File: config.mk
export PLATFORM = sky130hd
export DESIGN_NAME = lvds7_deser
export DESIGN_NICKNAME = d
export VERILOG_FILES = /design/src/rtl/lvds7_pkg.sv /design/src/rtl/lvds7_shift.sv /design/src/rtl/lvds7_lock.sv /design/src/rtl/lvds7_present.sv /design/src/rtl/lvds7_deser.sv
export SDC_FILE = /design/constraint.sdc
export NUM_CORES = 1
export LEC_CHECK = 0
export BUFFER_PORTS_ARGS = -buffer_cell sky130_fd_sc_hd__buf_2
export CORE_MARGIN = 1.5
export CORE_UTILIZATION = 25
export CTS_BUF_LIST = sky130_fd_sc_hd__clkbuf_8 sky130_fd_sc_hd__clkbuf_16
export CTS_CLUSTER_DIAMETER = 100
export DETAILED_ROUTE_END_ITERATION = 8
export GPL_TIMING_DRIVEN = 0
export PLACE_DENSITY = 0.49
export SLEW_MARGIN = 15
export SYNTH_ARGS = -nofsm -noshare
export SYNTH_HDL_FRONTEND = slang
export SYNTH_HIERARCHICAL = 1
export SYNTH_SLANG_ARGS = --single-unit
File: constraint.sdc
create_clock -name clk_fast -period 3.1 [get_ports clk_fast]
set_input_delay 0.465 -clock clk_fast [delete_from_list [all_inputs] [get_ports clk_fast]]
set_output_delay 0.465 -clock clk_fast [all_outputs]
set_load 0.05 [all_outputs]
File: src/rtl/lvds7_pkg.sv
package lvds7_pkg;
  localparam int unsigned SLOTS = 7;
  localparam logic [SLOTS-1:0] FRAME_MARK = 7'b1100011;
  localparam int unsigned PHASE_W = 3;
  localparam logic [PHASE_W-1:0] PHASE_LAST = 3'd6;
  localparam logic [PHASE_W-1:0] PHASE_RISE = 3'd3;
  typedef logic [PHASE_W-1:0] phase_t;
endpackage

File: src/rtl/lvds7_shift.sv
module lvds7_shift #(
  parameter int unsigned W = 7
) (
  input  logic         clk,
  input  logic         rst_n,
  input  logic         en,
  input  logic         din,
  output logic [W-1:0] q
);
  logic [W-1:0] q_n;

  always_comb begin
    q_n = q;
    if (en) q_n = {q[W-2:0], din};
  end

  always_ff @(posedge clk or negedge rst_n) begin
    if (!rst_n) q <= '0;
    else        q <= q_n;
  end
endmodule

File: src/rtl/lvds7_lock.sv
module lvds7_lock
  import lvds7_pkg::*;
#(
  parameter int unsigned LOCK_FRAMES = 16
) (
  input  logic             clk,
  input  logic             rst_n,
  input  logic             pwr_n,
  input  logic [SLOTS-1:0] mark_i,
  output logic             update_o,
  output phase_t           phase_o,
  output logic             locked_o
);
  localparam int unsigned RUN_W = $clog2(LOCK_FRAMES + 1);
  localparam logic [RUN_W-1:0] RUN_MAX = RUN_W'(LOCK_FRAMES);
  localparam logic [RUN_W-1:0] RUN_PRE = RUN_W'(LOCK_FRAMES - 1);

  phase_t           phase_q, phase_n;
  logic [RUN_W-1:0] run_q, run_n;
  logic             match, spaced;

  always_comb begin
    match  = (mark_i == FRAME_MARK);
    spaced = match && (phase_q == PHASE_LAST);
    // phase counts sampling cycles since the last match, saturating
    if (match)                        phase_n = '0;
    else if (phase_q == PHASE_LAST)   phase_n = phase_q;
    else                              phase_n = phase_q + 1'b1;
    run_n = run_q;
    if (!pwr_n)                       run_n = '0;
    else if (spaced)                  run_n = (run_q == RUN_MAX) ? run_q : run_q + 1'b1;
    else if (match)                   run_n = RUN_W'(1);
    else if (phase_q == PHASE_LAST)   run_n = '0;
    update_o = pwr_n && spaced && (run_q >= RUN_PRE);
  end

  always_ff @(posedge clk or negedge rst_n) begin
    if (!rst_n) begin
      phase_q <= PHASE_LAST;
      run_q   <= '0;
    end else begin
      phase_q <= phase_n;
      run_q   <= run_n;
    end
  end

  assign phase_o  = phase_q;
  assign locked_o = (run_q == RUN_MAX);
endmodule

File: src/rtl/lvds7_present.sv
module lvds7_present
  import lvds7_pkg::*;
#(
  parameter int unsigned LANES = 4
) (
  input  logic                   clk,
  input  logic                   rst_n,
  input  logic                   pwr_n,
  input  logic                   update_i,
  input  phase_t                 phase_i,
  input  logic [LANES*SLOTS-1:0] lanes_i,
  output logic [LANES*SLOTS-1:0] word_o,
  output logic                   strobe_o
);
  localparam int unsigned WORD_W = LANES * SLOTS;

  logic [WORD_W-1:0] unpacked;
  logic [WORD_W-1:0] word_n;
  logic              strobe_n;

  // shift registers hold slot 0 at the top bit of each lane field
  for (genvar l = 0; l < LANES; l++) begin : g_lane
    for (genvar k = 0; k < SLOTS; k++) begin : g_slot
      assign unpacked[l*SLOTS + k] = lanes_i[l*SLOTS + (SLOTS-1-k)];
    end
  end

  always_comb begin
    word_n   = word_o;
    strobe_n = strobe_o;
    if (update_i) begin
      word_n   = unpacked;
      strobe_n = 1'b0;
    end else if (pwr_n && (phase_i == PHASE_RISE)) begin
      strobe_n = 1'b1;
    end
  end

  always_ff @(posedge clk or negedge rst_n) begin
    if (!rst_n) begin
      word_o   <= '0;
      strobe_o <= 1'b1;
    end else begin
      word_o   <= word_n;
      strobe_o <= strobe_n;
    end
  end
endmodule

File: src/rtl/lvds7_deser.sv
module lvds7_deser
  import lvds7_pkg::*;
#(
  parameter int unsigned LANES       = 4,
  parameter int unsigned LOCK_FRAMES = 16
) (
  input  logic                   clk_fast,
  input  logic                   rst_n,
  input  logic                   pwr_n,
  input  logic                   clk_lane_in,
  input  logic [LANES-1:0]       data_lanes_in,
  output logic [LANES*SLOTS-1:0] word_out,
  output logic                   strobe_out,
  output logic                   locked_out
);
  localparam int unsigned WORD_W = LANES * SLOTS;

  logic [1:0]        rst_sync;
  logic              rst_int_n;
  logic [SLOTS-1:0]  mark;
  logic [WORD_W-1:0] lanes_flat;
  logic              update;
  phase_t            phase;

  always_ff @(posedge clk_fast or negedge rst_n) begin
    if (!rst_n) rst_sync <= 2'b00;
    else        rst_sync <= {rst_sync[0], 1'b1};
  end
  assign rst_int_n = rst_sync[1];

  lvds7_shift #(.W(SLOTS)) i_mark_sr (
    .clk(clk_fast), .rst_n(rst_int_n), .en(1'b1),
    .din(clk_lane_in), .q(mark)
  );

  for (genvar l = 0; l < LANES; l++) begin : g_data_sr
    lvds7_shift #(.W(SLOTS)) i_sr (
      .clk(clk_fast), .rst_n(rst_int_n), .en(1'b1),
      .din(data_lanes_in[l]), .q(lanes_flat[l*SLOTS +: SLOTS])
    );
  end

  lvds7_lock #(.LOCK_FRAMES(LOCK_FRAMES)) i_lock (
    .clk(clk_fast), .rst_n(rst_int_n), .pwr_n(pwr_n), .mark_i(mark),
    .update_o(update), .phase_o(phase), .locked_o(locked_out)
  );

  lvds7_present #(.LANES(LANES)) i_present (
    .clk(clk_fast), .rst_n(rst_int_n), .pwr_n(pwr_n), .update_i(update),
    .phase_i(phase), .lanes_i(lanes_flat),
    .word_o(word_out), .strobe_o(strobe_out)
  );
endmodule

* Yosys cells after proc, flatten, opt, wreduce, memory -nomap -nowiden
Cells that the tools add are included.
Word-level totals: bits in registers 74, input port bits 8, output and inout bits 30, logic and storage cells 35
Operators by class: add/sub/neg operators 2, multiplexer cells 9, equality and inequality tests 7, order comparisons 1, reduce and logical (&&, ||, !) cells 6
Operators with widths (count):
- two-way mux 5 bit | 5
- equality test 7 bit, second input constant | 1
- two-way mux 3 bit | 2
- adder 5 x 1 -> 5 bit, second input constant | 1
- equality test 5 bit, second input constant | 1
- >= comparator 5 x 4 -> 1 bit, second input constant | 1
- logical AND 1 bit | 4
- != test 4 x 1 -> 1 bit, second input constant | 1
- adder 3 x 1 -> 3 bit, second input constant | 1
- equality test 3 x 2 -> 1 bit, second input constant | 1
- equality test 3 bit, second input constant | 1
- != test 3 bit, second input constant | 1
- two-way mux 1 bit | 2
- != test 2 x 1 -> 1 bit, second input constant | 1
- AND reduction 2 bit | 1
- nonzero test 2 bit | 1

* Depth between registers and ports, before layout
Gate-level depths: netlist of run 1.
depth in word-level cells 5, gate-level depth with buffers 9

* Hierarchy
Netlist of run 1, hierarchy kept.
Modules (own cells, without submodules):
- lvds7_shift | cells an instance 15, instances 5, area an instance 291.5 um2
- lvds7_present | cells an instance 63, instances 1, area an instance 1121.1 um2
- lvds7_lock | cells an instance 65, instances 1, area an instance 593.1 um2
- lvds7_deser | cells an instance 3, instances 1, area an instance 53.8 um2

* Least setup slack after synthesis of run 1
OpenSTA, ideal clock, no wires.
path type reg-to-reg, from reg i_lock.phase_q[1] (netlist: i_lock/phase_o[1]), to reg i_present.word_o[14], clock period less this slack 2.065 ns, path slack 1.035 ns, stages on the path, launching flop included 9, arrival time 1.939 ns, path buffers 3, path through dfstp_2 -> ha_1 -> and2_1 -> clkbuf_1 -> nand3_1 -> a21oi_1 -> buf_6 -> buf_6 -> mux2_4
Between the ends: word-level cells in the longest chain between the ends 4
RTL lines:
- from (decl) | RTL line lvds7_lock.sv:18 | phase_t phase_q, phase_n;
- from (signal assigned) | RTL line lvds7_lock.sv:42 | phase_q <= phase_n;
- equality test 3 bit | RTL line lvds7_lock.sv:24 | spaced = match && (phase_q == PHASE_LAST);
- logical AND 1 bit | RTL line lvds7_lock.sv:24
- logical AND 1 bit (2 in series) | RTL line lvds7_lock.sv:34 | update_o = pwr_n && spaced && (run_q >= RUN_PRE);
- via update | RTL line lvds7_deser.sv:22 | logic update;
- to (signal assigned) | RTL line lvds7_present.sv:44 | word_o <= word_n;
- to (decl) | RTL line lvds7_present.sv:12 | output logic [LANES*SLOTS-1:0] word_o,
The timed path passes the listed nets, and every way through them passes these cells. A chain may end at the register's enable or synchronous reset.

* Final worst setup path of run 1
from reg i_lock.phase_q[1] (netlist: i_lock/phase_o[1]), to reg i_present.word_o[18]
Same word-level chain as after synthesis.

==> impl_metrics.tcl, run 1 <==
set metrics [dict create \
    grt_pass1_vias 1660 \
    ys_types 32 \
    yosysSeqAreaShare_pct 57.5 \
    cp_max_fo 10 \
    hold_violations 0 \
    yosys-top-cells-count "dfrtp_1 (71), mux2_4 (44), mux2_2 (19)" \
    worst-r2r-setup-slack_ns 0.76 \
    nNetsFinal 274 \
    required_ns 3.31 \
    boundaryPins 38 \
    rsz0062_at_grt "false" \
    fin_crit_sh_pct 75.4 \
    tritoncts "built" \
    nFillCells 1303 \
    yosysWarnings 6 \
    fin_skew_ns 0.00526 \
    start_util_pct 25.6 \
    postCtsResizedCells 0 \
    hp-class "reg -> async" \
    antenna_found_initial 0 \
    drt_first_pass_iters 4 \
    arrival_ns 2.55 \
    clock-sinks 74 \
    synth_area_um2 3230 \
    ant_nets 0 \
    r2r-start "i_lock/phase_o[1]" \
    setup-violations-final 0 \
    fmax_ghz 0.428 \
    hpwl_um 3550 \
    finalSetupTns_ns 0 \
    port_buffers 37 \
    ys.flop_type "dfrtp_1" \
    syn_inst 206 \
    areaGrowthSynthToFinish_pct 23.9 \
    first_iter_violations 105 \
    power-per-cell-area_nw_per_um2 671 \
    yosysTopAreaCell "dfrtp_1" \
    rr_worst_depth 8 \
    grt_max_degree 38 \
    cts_buffer_depth 2 \
    post_synth.cell_area_avg_um2 15.7 \
    die_h_um 117 \
    leakagePower_nw 1.98 \
    numCtsBuffers 9 \
    crit_type "reg -> reg" \
    place_ws_ns 0.744 \
    gp_congestion 0.751 \
    htree_levels 3 \
    cts-root-buf "clkbuf_16" \
    maxCapViolations 0 \
    utilization_pct 31.7 \
    core_area_um2 12600 \
    clk_pin_slew_worst_paths_ns 0.06 \
    num_antenna_cells 0 \
    dieArea_um2 13600 \
    gr-total-overflow 0 \
    yosysTopAreaCellShare_pct 55.1 \
    cts_setup_buffers 0 \
    synth.most_common_cell "dfrtp_1" \
    num_rows 41 \
    endpoint_kind "register" \
    synthTopCellsByArea "dfrtp_1 (55%), mux2_4 (20%), mux2_2 (6.6%)" \
    r2r_end "i_present/word_o[18]" \
    async_reset_ff_share_pct 100 \
    drive_gt1_share_pct 50.4 \
    worstSkewPairLatency_ns 0.33 \
    synth-seq-cells 74 \
    routed_wl_um 5290 \
    crit_end "i_present/word_o[18]" \
    startpoint "i_lock/phase_o[1]" \
    critPathLaunchType "register" \
    vias 1778 \
    grt_util_all_layers_pct 8.51 \
    setup_ws_ns 0.763 \
    dieWidth_um 117 \
    drc 0 \
    ir_worst_vdd_mv 0.273 \
    synth-edff-count 0 \
    fin_crit_ns 2.34 \
    status "complete, no violations" \
    wl_per_cell_um 12.1 \
    avgViaCountPerCell 4.06 \
    slew_viol_final 0 \
    grt_pass1_wl_um 8760 \
]
[worst max-delay path: stages, from the launching register on]
cell and delay [ns]:
dfstp_2 0.56, ha_1 0.19, and2_1 0.13, clkbuf_1 0.31
nand3_1 0.12, a21oi_1 0.22, buf_6 0.20, buf_6 0.19
mux2_4 0.31
[state kept, by name, summed over array words and instances (netlist names)]
name and cells:
g_data_sr.i_sr/q 28, i_lock/phase_o 3, i_lock/run_q 5, i_mark_sr/q 7, i_present/strobe_o 1, i_present/word_o 28, rst_sync 2
[kinds of logic (layout without fill, tap and decap cells)]
group	after synthesis	after routing	synth area share [%]
xor+xnor	1	1	0.272
simple gates	33	33	6.40
flops	74	74	57.5
mux	64	64	27.4
fa+ha+maj	5	5	1.94
compound gates	11	11	2.41
buf+inv	17	72	3.92
other cells	1	6	0.116
[worst min path at each step]
stage,cells after the start,slack [ns],endpoint,startpoint
6_report,0,0.30,i_mark_sr/q[3],rst_sync[1]
4_1_cts,0,0.32,g_data_sr[1].i_sr/q[3],rst_sync[1]
3_3_place_gp,1,0.25,rst_sync[0],rst_n
5_1_grt,0,0.35,g_data_sr[1].i_sr/q[3],rst_sync[1]
3_5_place_dp,1,0.25,rst_sync[0],rst_n
2_1_floorplan,0,0.17,rst_sync[0],rst_n
[stage by stage]
step | power [W] | instance area (µm²) | hold WS (ns) | cells
2_1_floorplan | 0.00151 | 3240 | 0.169 | 211
3_3_place_gp | 0.00158 | 3640 | 0.250 | 420
3_5_place_dp | 0.00160 | 3670 | 0.252 | 421
4_1_cts | 0.00272 | 4000 | 0.322 | 438
5_1_grt | 0.00281 | 4000 | 0.348 | 438
6_report | 0.00268 | 4000 | 0.298 | 438
[report_power, final]
group,total [W],switching [W],internal [W]
Sequential,0.00123,0.000119,0.00111
Combinational,0.000344,0.000126,0.000218
Clock,0.00111,0.000386,0.000720
[cell type report]
class / instances / area [µm²] / area share [%]
Multi-Input combinational cell: 120 / 1260 / 31.6
Clock inverter: 6 / 80.1 / 2.00
Buffer: 12 / 108 / 2.69
Tap cell: 172 / 215 / 5.38
Timing Repair Buffer: 39 / 215 / 5.38
Inverter: 5 / 18.8 / 0.469
Sequential cell: 74 / 1860 / 46.5
Clock buffer: 10 / 239 / 5.98
[per-layer routing]
layer | global-route usage [%] | part of all wire [%]
met1 | 11.8 | 49
met2 | 12.0 | 45
met3 | 3.11 | 4.1
met4 | 3.37 | 1.3
met5 | 0 | 0
[cell usage in the layout (no fill, tap or decap), drive strengths merged, types with 4 or more instances in the layout]
master  count
dfrtp      71
mux2       63
buf        48
clkbuf     12
conb        6
nor2        6
inv         5
nand2       5
ha          5
clkinv      4
nand3       4
a21oi       4
[timing repair]
| item | in CTS | in global routing |
|---|---|---|
| endpoints found under the hold margin | 2 | 0 |
| hold buffers | 1 | 0 |
| setup endpoints to repair | 0 | 0 |
No activity file was read; power rests on OpenSTA's default activity.
==> run 2, diff against run 1 <==
--- a/config.mk
+++ b/config.mk
@@ -12,7 +12,7 @@
 export CTS_CLUSTER_DIAMETER = 100
 export DETAILED_ROUTE_END_ITERATION = 8
 export GPL_TIMING_DRIVEN = 0
-export PLACE_DENSITY = 0.49
+export PLACE_DENSITY = 0.5
 export SLEW_MARGIN = 15
 export SYNTH_ARGS = -nofsm -noshare
 export SYNTH_HDL_FRONTEND = slang
==> constraint.sdc (replaced) <==
create_clock -name clk_fast -period 1.95 [get_ports clk_fast]
set_input_delay 0.2925 -clock clk_fast [delete_from_list [all_inputs] [get_ports clk_fast]]
set_output_delay 0.2925 -clock clk_fast [all_outputs]
set_load 0.05 [all_outputs]
==> impl_metrics.tcl, run 2 (synthesis results as in run 1) <==
set metrics [dict create \
    status "finished with violations" \
    violations "negative setup slack" \
    cts-root-buf "clkbuf_16" \
    first_iter_violations 91 \
    endpoint_kind "register" \
    rsz0062_at_grt "true" \
    hp-class "in -> reg" \
    setup_ws_ns -0.0131 \
    worst-path-buf-inv 2 \
    tritoncts "built" \
    drt_first_pass_iters 4 \
    core_area_um2 12600 \
    avgViaCountPerCell 4.00 \
    htree_levels 3 \
    final_common_cell "dfrtp_1" \
    reg_top3 "g_data_sr.i_sr/q (28), i_present/word_o (28), i_mark_sr/q (7)" \
    fin_crit_ns 1.96 \
    routed_wl_um 5600 \
    mostFrequentLayoutCells "dfrtp_1 (68), mux2_4 (45), buf_2 (36)" \
    port_buffers 37 \
    required_ns 2.16 \
    nNetsFinal 289 \
    hold_violations 0 \
    maxCapViolations 0 \
    grt_util_all_layers_pct 8.85 \
    fin_crit_sh_pct 101 \
    worstSkewPairLatency_ns 0.33 \
    clk_pin_slew_worst_paths_ns 0.06 \
    ir_worst_vdd_mv 0.487 \
    num_antenna_cells 0 \
    wl_per_cell_um 12.4 \
    cp_max_fo 9 \
    critPathLaunchType "register" \
    nFillCells 1295 \
    vias 1811 \
    drc 0 \
    boundaryPins 38 \
    hpwl_um 3470 \
    die_h_um 117 \
    gp_congestion 0.704 \
    areaGrowthSynthToFinish_pct 30.5 \
    cp_top_family "simple AND/OR/NAND/NOR gates" \
    numCtsBuffers 9 \
    fin_skew_ns 0.00573 \
    whs_ns 0.196 \
    gr-total-overflow 0 \
    dieWidth_um 117 \
    start_util_pct 25.6 \
    crit_chain "nor4b_4 > and4_4 > nand3_2 > a21oi_2 > buf_6 > buf_12 > mux2_2" \
    clock-sinks 74 \
    grt_max_degree 39 \
    leakagePower_nw 2.07 \
    drive_gt1_share_pct 55.9 \
    ant_nets 0 \
    power-per-cell-area_nw_per_um2 1070 \
    crit_type "reg -> reg" \
    cp_slowest_cell "dfrtp_1" \
    fmax_ghz 0.509 \
    num_rows 41 \
    grt_pass1_wl_um 9030 \
    setup-violations-final 8 \
    slowest_delay_ns 0.41 \
    cts_buffer_depth 2 \
    slew_viol_final 0 \
    grt_pass1_vias 1777 \
    arrival_ns 2.17 \
    fin_area_um2 4210 \
    place_area_um2 3670 \
    dieArea_um2 13600 \
    antenna_found_initial 0 \
]
[run 2: cell count changes in the layout (fill, tap and decap cells not counted), sizes merged]
cell      previous run  this run
clkinv               4         2
clkinvlp             0         1
clkbuf              12        11
bufinv               2         3
inv                  5         6
buf                 48        63
[run 2: repair_timing]
action	4_1_cts	5_1_grt
resized for setup	13	4
buffers inserted	6	9
hold buffers	1	0
pin swaps	2	2
hold endpoints to repair	2	0
endpoints found under the setup margin	29	29
[run 2: path summary, 6_finish.rpt]
| kind | start | endpoint | slack (ns) | depth (start not counted) |
|---|---|---|---|---|
| min in group asynchronous | rst_n | rst_sync[1] | 0.28 | 2 |
| worst max register to register | i_mark_sr/q[4] | i_present/word_o[27] | -0.01 | 7 |
| worst min-delay path | clk_lane_in | i_mark_sr/q[0] | 0.20 | 2 |
| worst max-delay path | i_mark_sr/q[4] | i_present/word_o[27] | -0.01 | 7 |
| max in group asynchronous | rst_sync[1] | i_present/strobe_o | 1.04 | 1 |
| worst min register to register | rst_sync[1] | i_present/word_o[9] | 0.29 | 0 |
[run 2: metal layers]
| layer | GRT usage [%] | vias to the layer above | part of all wire (%) |
|---|---|---|---|
| met3 | 3.43 | 7 | 3.8 |
| li1 | - | 866 | - |
| met4 | 4.34 | 0 | 1.7 |
| met5 | 0 | - | 0 |
| met2 | 12.7 | 35 | 45 |
| met1 | 11.6 | 903 | 49 |
[run 2: per-stage QoR]
stage / cells / TNS [ns] / worst slack (ns) / util (%) / total power (W)
finish: 453 / -0.0645 / -0.0131 / 33.4 / 0.00449
detailed placement: 421 / -4.31 / -0.227 / 29.1 / 0.00254
global placement: 420 / -4.96 / -0.245 / 28.9 / 0.00251
floorplan: 211 / 0 / 0.00759 / - / 0.00241
CTS: 444 / -0.0692 / -0.0124 / 32.7 / 0.00454
global route: 453 / -2.36 / -0.0984 / 33.4 / 0.00473
[run 2: layout make-up]
cell class / count / area (µm²) / share of cell area (%)
tap: 172 / 215 / 5.11
buffer: 12 / 131 / 3.12
clock inverter: 7 / 116 / 2.76
inverter: 5 / 18.8 / 0.446
multi-input combinational: 120 / 1290 / 30.8
timing repair buffer: 54 / 347 / 8.23
sequential: 74 / 1860 / 44.2
clock buffer: 9 / 225 / 5.35
[run 2: power by group]
| group | switching (W) | total [W] | internal [W] |
|---|---|---|---|
| clock | 0.000638 | 0.00189 | 0.00125 |
| combinational | 0.000231 | 0.000649 | 0.000418 |
| sequential | 0.000188 | 0.00196 | 0.00177 |
| total | 0.00106 | 0.00449 | 0.00344 |
[run 2: worst register-to-register path: stages (launching register included)]
cell and delay (ns):
dfrtp_1 0.41, nor4b_4 0.31, and4_4 0.29, nand3_2 0.08, a21oi_2 0.16, buf_6 0.14
buf_12 0.13, mux2_2 0.33
